### src/rtl/rdm_pkg.sv
package rdm_pkg;
  localparam int unsigned RNG_W    = 16;
  localparam int unsigned SAMPLE_W = 8;
  localparam logic [RNG_W-1:0] RNG_SEED = 16'hACE1;

  // Fibonacci step, taps 16,14,13,11
  function automatic logic [RNG_W-1:0] rng_next(input logic [RNG_W-1:0] s);
    return {s[RNG_W-2:0], s[15] ^ s[13] ^ s[12] ^ s[10]};
  endfunction
endpackage

### src/rtl/rdm_rng.sv
module rdm_rng
  import rdm_pkg::*;
(
  input  logic clk,
  input  logic rst_n,
  input  logic adv,
  output logic sample
);
  logic [RNG_W-1:0] st_q, st_d;

  always_comb begin
    st_d = adv ? rng_next(st_q) : st_q;
  end

  always_ff @(posedge clk or negedge rst_n) begin
    if (!rst_n) st_q <= RNG_SEED;
    else if (adv) st_q <= st_d;
  end

  assign sample = (st_q[SAMPLE_W-1:0] == '0);
endmodule

### src/rtl/rdm_lru.sv
module rdm_lru #(
  parameter int unsigned ADDR_W  = 32,
  parameter int unsigned ENTRIES = 16
) (
  input  logic              clk,
  input  logic              rst_n,
  input  logic              look_valid,
  input  logic [ADDR_W-1:0] look_addr,
  input  logic              insert_ok,
  output logic              hit
);
  logic [ENTRIES-1:0][ADDR_W-1:0] tag_q, tag_d;
  logic [ENTRIES-1:0]             val_q, val_d;
  int unsigned                    hidx, lim;
  logic                           move;

  always_comb begin
    hit  = 1'b0;
    hidx = 0;
    for (int i = 0; i < ENTRIES; i++) begin
      if (!hit && val_q[i] && tag_q[i] == look_addr) begin
        hit  = 1'b1;
        hidx = i;
      end
    end
    move  = look_valid && (hit || insert_ok);
    lim   = hit ? hidx : ENTRIES - 1;
    tag_d = tag_q;
    val_d = val_q;
    if (move) begin
      for (int i = ENTRIES - 1; i > 0; i--) begin
        if (i <= lim) begin
          tag_d[i] = tag_q[i-1];
          val_d[i] = val_q[i-1];
        end
      end
      tag_d[0] = look_addr;
      val_d[0] = 1'b1;
    end
  end

  always_ff @(posedge clk or negedge rst_n) begin
    if (!rst_n) begin
      tag_q <= '0;
      val_q <= '0;
    end else if (move) begin
      tag_q <= tag_d;
      val_q <= val_d;
    end
  end
endmodule

### src/rtl/rdm_div.sv
module rdm_div #(
  parameter int unsigned W = 16
) (
  input  logic         clk,
  input  logic         rst_n,
  input  logic         start,
  input  logic [W-1:0] num,
  input  logic [W-1:0] den,
  output logic         busy,
  output logic         done,
  output logic [W-1:0] result
);
  localparam int unsigned CNT_B = $clog2(W + 1);

  logic             busy_q;
  logic [CNT_B-1:0] cnt_q;
  logic [W-1:0]     rem_q, quo_q, den_q;
  logic [W:0]       trial, rem_n;
  logic [W-1:0]     quo_n;
  logic             ge;

  always_comb begin
    trial  = {rem_q, quo_q[W-1]};
    ge     = trial >= {1'b0, den_q};
    rem_n  = ge ? trial - {1'b0, den_q} : trial;
    quo_n  = {quo_q[W-2:0], ge};
    done   = busy_q && (cnt_q == CNT_B'(W - 1));
    result = quo_n;
    busy   = busy_q;
  end

  always_ff @(posedge clk or negedge rst_n) begin
    if (!rst_n) begin
      busy_q <= 1'b0;
      cnt_q  <= '0;
      rem_q  <= '0;
      quo_q  <= '0;
      den_q  <= '0;
    end else if (start) begin
      busy_q <= (den != '0);
      cnt_q  <= '0;
      rem_q  <= '0;
      quo_q  <= num;
      den_q  <= den;
    end else if (busy_q) begin
      rem_q  <= rem_n[W-1:0];
      quo_q  <= quo_n;
      cnt_q  <= cnt_q + 1'b1;
      busy_q <= !done;
    end
  end
endmodule

### src/rtl/reuse_dist_monitor.sv
module reuse_dist_monitor #(
  parameter int unsigned ADDR_W  = 32,
  parameter int unsigned ENTRIES = 16,
  parameter int unsigned CNT_W   = 16
) (
  input  logic              clk,
  input  logic              rst_n,
  input  logic              wr_valid,
  input  logic [ADDR_W-1:0] wr_addr,
  output logic [CNT_W-1:0]  dist_q
);
  localparam logic [CNT_W-1:0] CNT_MAX  = '1;
  localparam logic [CNT_W-1:0] CNT_LAST = CNT_MAX - 1'b1;

  logic             insert_ok, lru_hit, hit_v, eval;
  logic             div_busy, div_done;
  logic [CNT_W-1:0] div_res;
  logic [CNT_W-1:0] wc_q, wc_d, hc_q, hc_d, hc_sum;
  logic [CNT_W-1:0] dist_d;
  logic             dist_en;

  rdm_rng u_rng (
    .clk    (clk),
    .rst_n  (rst_n),
    .adv    (wr_valid),
    .sample (insert_ok)
  );

  rdm_lru #(.ADDR_W(ADDR_W), .ENTRIES(ENTRIES)) u_lru (
    .clk        (clk),
    .rst_n      (rst_n),
    .look_valid (wr_valid),
    .look_addr  (wr_addr),
    .insert_ok  (insert_ok),
    .hit        (lru_hit)
  );

  always_comb begin
    hit_v  = wr_valid && lru_hit;
    hc_sum = hc_q + CNT_W'(hit_v);
    eval   = wr_valid && (wc_q == CNT_LAST);
    wc_d   = wc_q;
    hc_d   = hc_q;
    if (eval) begin
      wc_d = CNT_MAX >> 1;
      hc_d = hc_sum >> 1;
    end else if (wr_valid) begin
      wc_d = wc_q + 1'b1;
      hc_d = hc_sum;
    end
  end

  rdm_div #(.W(CNT_W)) u_div (
    .clk    (clk),
    .rst_n  (rst_n),
    .start  (eval),
    .num    (CNT_MAX),
    .den    (hc_sum),
    .busy   (div_busy),
    .done   (div_done),
    .result (div_res)
  );

  always_comb begin
    dist_en = 1'b0;
    dist_d  = dist_q;
    if (eval && hc_sum == '0) begin
      dist_en = 1'b1;
      dist_d  = CNT_MAX;
    end else if (div_done) begin
      dist_en = 1'b1;
      dist_d  = div_res;
    end
  end

  always_ff @(posedge clk or negedge rst_n) begin
    if (!rst_n) begin
      wc_q <= '0;
      hc_q <= '0;
    end else if (wr_valid) begin
      wc_q <= wc_d;
      hc_q <= hc_d;
    end
  end

  always_ff @(posedge clk or negedge rst_n) begin
    if (!rst_n) dist_q <= CNT_MAX;
    else if (dist_en) dist_q <= dist_d;
  end
endmodule

### config.mk
export PLATFORM = sky130hd
export DESIGN_NAME = reuse_dist_monitor
export DESIGN_NICKNAME = d
export VERILOG_FILES = /design/src/rtl/rdm_pkg.sv /design/src/rtl/rdm_rng.sv /design/src/rtl/rdm_lru.sv /design/src/rtl/rdm_div.sv /design/src/rtl/reuse_dist_monitor.sv
export SDC_FILE = /design/constraint.sdc
export NUM_CORES = 2
export LEC_CHECK = 0
export BUFFER_PORTS_ARGS = -buffer_cell sky130_fd_sc_hd__buf_2
export CELL_PAD_IN_SITES_DETAIL_PLACEMENT = 1
export CELL_PAD_IN_SITES_GLOBAL_PLACEMENT = 1
export CORE_MARGIN = 2
export CORE_UTILIZATION = 30
export DETAILED_ROUTE_END_ITERATION = 7
export PLACE_DENSITY = 0.49
export SYNTH_ARGS = -nofsm -noshare
export SYNTH_HDL_FRONTEND = slang
export SYNTH_SLANG_ARGS = --single-unit
### constraint.sdc
create_clock -name clk -period 5.3 [get_ports clk]
set_input_delay 1.06 -clock clk [delete_from_list [all_inputs] [get_ports clk]]
set_output_delay 1.06 -clock clk [all_outputs]
set_load 0.02 [all_outputs]
* Word level (Yosys, flattened, before mapping)
Index checks and enable logic that the tools add are counted.
** Operators by class
- Add/sub/neg operators :: 4
- Multiply operators :: 0
- Div/mod/pow operators :: 0
- Magnitude comparators :: 16
- Equality and inequality tests :: 18
- Shift operators :: 0
- Multiplexer cells :: 47
- Bitwise operators :: 3
- Reduce and logical (&&, ||, !) cells :: 74
** Operator list (count)
- equality test 32 bit :: 16
- <= comparator 4 x 32 -> 1 bit, first input constant :: 8
- 2-to-1 mux 16 bit :: 9
- <= comparator 3 x 32 -> 1 bit, first input constant :: 4
- <= comparator 2 x 32 -> 1 bit, first input constant :: 2
- logical AND 1 bit :: 36
- 2-to-1 mux 4 bit :: 9
- <= comparator 1 x 32 -> 1 bit, first input constant :: 1
- AND reduction 2 bit :: 16
- 2-to-1 mux 1 bit :: 21
- greater-or-equal comparator 17 x 16 -> 1 bit :: 1
- adder 16 x 1 -> 16 bit :: 1
- adder 16 x 1 -> 16 bit, second input constant :: 1
- equality test 16 bit, second input constant :: 1
- zero test 1 bit :: 16
- zero test 16 bit :: 1
- nonzero test 16 bit :: 1
- subtractor 16 bit :: 1
- 2-to-1 mux 3 bit :: 4
- 2-to-1 mux 5 bit :: 2
- zero test 8 bit :: 1
- adder 5 x 1 -> 5 bit, second input constant :: 1
- equality test 5 x 4 -> 1 bit, second input constant :: 1
- 2-to-1 mux 2 bit :: 2
- other kinds (3) :: 6
** Word-level totals
- Register bits after elaboration :: 646
- Latch bits :: 0
- RAM bits :: 0
- ROM bits :: 0
- Input port bits :: 35
- Word-level logic and storage cells :: 203
- Memories :: 0

* Logic depth before layout (Yosys ltp)
- Depth after elaboration :: 69
- Mapped depth :: 20
- Depth with buffers taken out :: 17

* Modules after synthesis
From an unflattened synthesis, not the netlist that was laid out.
** Unflattened totals
- Cell total of the unflattened synthesis :: 3237
- Area, all modules :: 36274.8 um^2
** Modules (own cells, without submodules)
- rdm_lru :: instances 1, cells an instance 2529, area each 29428.2 um^2, sequential area each 13212.7 um^2
- rdm_div :: instances 1, cells an instance 397, area each 3534.6 um^2, sequential area each 1351.3 um^2
- reuse_dist_monitor :: instances 1, cells an instance 270, area each 2662.6 um^2, sequential area each 1221.2 um^2
- rdm_rng :: instances 1, cells an instance 41, area each 649.4 um^2, sequential area each 410.4 um^2

* Worst setup path before layout
Ideal clock, no wire load.
- Path type :: input-to-reg
- Start :: input wr_addr[31]
- End :: register dist_q[10]
- Library setup time :: 0.097 ns
- Arrival :: 5.129 ns
- Required time :: 5.203 ns
- Path slack :: 0.075 ns
- Stages on the path :: 20
- Buffers on the path :: 3
- Cells stage by stage :: buf_2 > buf_4 > xnor2_1 > nand2_1 > or3b_2 > nor4_1 > nand4_1 > o21ai_0 > a41oi_1 > a41oi_1 > ha_1 > ha_1 > nand2_1 > nor4_1 > and3_1 > nand3_1 > xor2_1 > nand3_1 > clkbuf_1 > nand3_1
** Between the ends
- Word-level cells in the longest chain between the ends :: 69
** RTL lines
- start: declaration :: line reuse_dist_monitor.sv:9 : input logic [ADDR_W-1:0] wr_addr,
- equality test 32 bit :: line rdm_lru.sv:21 : if (!hit && val_q[i] && tag_q[i] == look_addr) begin
- logical AND 1 bit :: line rdm_lru.sv:21
- 2-to-1 mux 1 bit :: line rdm_lru.sv:21
- zero test 1 bit :: line rdm_lru.sv:21
- logical AND 1 bit (2 in series) :: line rdm_lru.sv:21
- 2-to-1 mux 1 bit :: line rdm_lru.sv:21
- zero test 1 bit :: line rdm_lru.sv:21
- logical AND 1 bit (2 in series) :: line rdm_lru.sv:21
- [... 50 more ...]
- logical AND 1 bit (2 in series) :: line rdm_lru.sv:21
- 2-to-1 mux 1 bit (*) :: line rdm_lru.sv:21
- logical AND 1 bit (*) :: line reuse_dist_monitor.sv:39 : hit_v = wr_valid && lru_hit;
- adder 16 x 1 -> 16 bit (*) :: line reuse_dist_monitor.sv:40 : hc_sum = hc_q + CNT_W'(hit_v);
- zero test 16 bit (*) :: line reuse_dist_monitor.sv:67 : if (eval && hc_sum == '0) begin
- logical AND 1 bit (*) :: line reuse_dist_monitor.sv:67
- nonzero test 2 bit (no line) or 2-to-1 mux 1 bit (tied branches)
- AND reduction 2 bit (no line)
- end signal: assignment :: line reuse_dist_monitor.sv:88 : else if (dist_en) dist_q <= dist_d;
- end: declaration :: line reuse_dist_monitor.sv:10 : output logic [CNT_W-1:0] dist_q
Mark *: on every way between the ends. The rest lies on a longest branch, timed or not.
A chain may end at the register's enable or synchronous reset.

* Final worst setup path
- Start :: input wr_addr[1]
- End :: register dist_q[15]
The elaborated chain is that of the path after synthesis.

==> run metrics <==
Ys Warns=0; placed cells=between 5,000 and 6,000; crit end category=flip-flop; P per Cell Area=383 mW/mm^2; Die X=between 300 and 400 um; drt drc=0; status=complete, no violations; Initial Util=30.2%; initial antenna violation count=1; clock insertion delay at the later pin of the skew report=0.67 ns; DRT Wirelength=about 140 mm; Post-Syn Area per Cell=~11 sq um; pin count of the biggest net entering global routing=around 130; total clock sinks=646; Net Count, Synth=3,335; Clock Skew=0.0367 ns; detailed placer's ending HPWL=105 mm; post-route ant nets=0; Required @ worst endpoint=5.89 ns; largest family of logic cells by synthesized area=simple AND/OR/NAND/NOR gates; Area Overhead vs Synth=24.4%; Crit Path Max Fanout=12; P_leak=19.9 nW; I/O pin count=51; CP max-delay cell=or4_1; Simple-Gate Fraction of Synth Area=approximately 15%; gr ovfl total=0; Final Instance Area=0.0437 sq mm; die area=0.120 sq mm; min Tclk post-route=5.07 ns; Least-Margin Pin Slew=about 1 ns; multiplexer share of the synthesized area=13.2%; first-pass GRT wire length=around 210 mm; Netlist cell types=76; Post-Synth Adder-Cell Area=less than 1%; CP startpoint kind=primary input; Non-Filler Instances=5,258; total track usage=between 20% and 30%; core area=~0.12 sq mm; via/cell ratio=5.29; Seq/Total Area, Yosys=46.1%; Synth Area in Compound Gates=7.33%; total vias in the final route=27,800; vias in the first global route=29,600; CTS tree=yes; worst setup margin=around 0.23 ns; Final Cycle Share=95.7%; Max stage delay on crit path=0.50 ns; Fill cells=12,700; H-tree depth=3; diode count=0; Clk pin slew, worst setup/hold paths=about 0.06 ns; asr flop ratio synth=between 90% and 100%; Rows=125; Setup Viol. Count Final=0; area post-placement=0.0407 sq mm; First DRT Iteration DRCs=1,884; Peak VDD IR=between 0.2 and 0.25 mV; Power Total=between 15 and 20 mW; CTS buffer count=82; WL per Instance=~27 um; Synth Cell Area=approximately 0.035 sq mm; slew margin rel.=33.1%; endpoints failing hold=0; post-synthesis xor/xnor area fraction=~14%; Max Slew Vio Count=0; EDFF count, synth=0; DRT Pass-1 Iters=7; Max Clk Rate=0.197 GHz; FF+latch count, synth=646; Root Buffer=clkbuf_16; CTS max path bufs=3; Setup TNS=0 ns; class of the worst hold path=in2async; kind of critical path=in2reg; # nets final=3,726; CP Cell Sequence=buf_2 -> buf_12 -> buf_4 -> xor2_1 -> or3b_2 -> nor3_1 -> buf_4 -> a2111oi_2 -> buf_4 -> a41oi_1 -> buf_4 -> ha_1 -> ha_1 -> xor2_1 -> or4_1 -> nor3_2 -> nand4_1 -> nor4_2 -> buf_4 -> nand3_1 -> buf_4 -> buf_12 -> nand3_1; GPL Wtd Cong=0.915; Most used DFF post-synth=dfrtp_1; dpl ws=-0.676 ns; die height=346 um; MaxCap Viol Count=0; layout cells sized above 1=around 30%; Arrival @ worst endpoint=5.66 ns; Post-Syn Instances=3,277; CP dominant cell by count=buf_4; IO buf count=50
-- path summary, 6_finish.rpt --
check | from | end | slack, ns | cells past startpoint
worst min-delay path | rst_n | u_lru.tag_q[466]$_DFFE_PN0P_ | 0.44 | 1
worst max register to register | u_lru.tag_q[316]$_DFFE_PN0P_ | dist_q[15]$_DFFE_PN1P_ | 0.41 | 23
max in group asynchronous | rst_n | u_lru.tag_q[505]$_DFFE_PN0P_ | 3.59 | 2
worst min register to register | dist_q[13]$_DFFE_PN1P_ | dist_q[13]$_DFFE_PN1P_ | 0.49 | 2
worst max-delay path | wr_addr[1] | dist_q[15]$_DFFE_PN1P_ | 0.23 | 23
min in group clk | dist_q[13]$_DFFE_PN1P_ | dist_q[13]$_DFFE_PN1P_ | 0.49 | 2
-- flip-flops by register name (all words and copies together) (netlist names) --
| signal | cells |
|---|---|
| u_div.quo_q | 16 |
| u_div.cnt_q | 5 |
| u_div.rem_q | 16 |
| wc_q | 16 |
| hc_q | 16 |
| dist_q | 16 |
| u_lru.val_q | 16 |
| u_rng.st_q | 16 |
| u_div.den_q | 16 |
| u_div.busy | 1 |
| u_lru.tag_q | 512 |
-- routing by layer --
metal  part of all wire (%)  up-vias  routed length [um]  track usage [%]
met5                      0        -                   0                0
met4                    3.2        0                4500             7.35
met3                    3.3      186                4750             2.48
met2                     46      518               66000             38.0
met1                     47    14700               67200             33.2
li1                       -    12500                   -                -
-- layout make-up --
cell class	count	area (sq um)	area share [%]
Sequential cell	646	16200	37.0
Multi-Input combinational cell	2340	17700	40.6
Tap cell	1524	1910	4.36
Clock inverter	33	418	0.956
Timing Repair Buffer	531	4850	11.1
Inverter	67	251	0.575
Clock buffer	117	2370	5.41
-- cell usage in the layout (no fill, tap or decap), types with 76 or more instances in the layout --
master     synthesis  layout
nand2_1          355     354
buf_4             26     402
dfrtp_1          622     621
xnor2_1          195     183
nand3_1          138     137
buf_12             0      76
nand4_1           97      97
clkbuf_16          0      84
a22oi_1           99      99
nor4_1           143     135
xor2_1           354     354
mux2_2           306     306
-- worst max-delay path, delay by kind of cell --
| kind | cells | cell delay [ns] |
|---|---|---|
| compound gates | 2 | 0.46 |
| buf+inv | 9 | 1.49 |
| xor+xnor | 2 | 0.66 |
| fa+ha+maj | 2 | 0.41 |
| simple gates | 8 | 1.54 |
-- cell usage after synthesis (all sizes together) (33+ instances only) --
library cell  count  area share [%]
dfrtp           622              44
mux2            379              12
nand2           356             3.8
xor2            354             8.8
xnor2           195             4.9
nor4            147             2.7
nand3           139             2.0
buf             114             2.3
clkbuf          110             1.2
a22oi            99             2.1
nand4            97             1.7
o21ai            79             1.1
inv              67            0.72
nor2             50            0.56
a211oi           48             1.0
and3             46            0.82
nor3             43            0.63
a31oi            39            0.69
o211ai           37            0.79
a21oi            33            0.50
-- power breakdown --
part           total (mW)  switching, mW  internal [mW]
clock network        5.87           2.36           3.51
registers            7.19           1.29           5.90
logic                3.66           1.66           2.00
-- metrics by stage --
stage | util [%] | hold slack [ns]
global placement | 35.0 | 0.477
finish | 37.6 | 0.441
global route | 37.6 | 0.473
floorplan | - | 0.450
CTS | 37.4 | 0.446
detailed placement | 35.0 | 0.480
-- kinds of logic (layout without fill, tap and decap cells) --
kind of cell             after synthesis  after routing
AND/OR/NAND/NOR                      982            982
flip-flops                           646            646
XOR/XNOR                             549            549
multiplexers                         406            406
AO/OA/AOI/OAI                        380            380
buffers and inverters                291            748
adder cells (fa/ha/maj)               23             23
-- timing repair --
item / in CTS / in global routing
pin swaps: 0 / 11
hold buffers: 0 / 0
setup buffers: 0 / 2
endpoints found under the setup margin: 1 / 20
gates cloned: 0 / 0
gates resized for setup: 1 / 43
(Power assumes the default switching activity.)
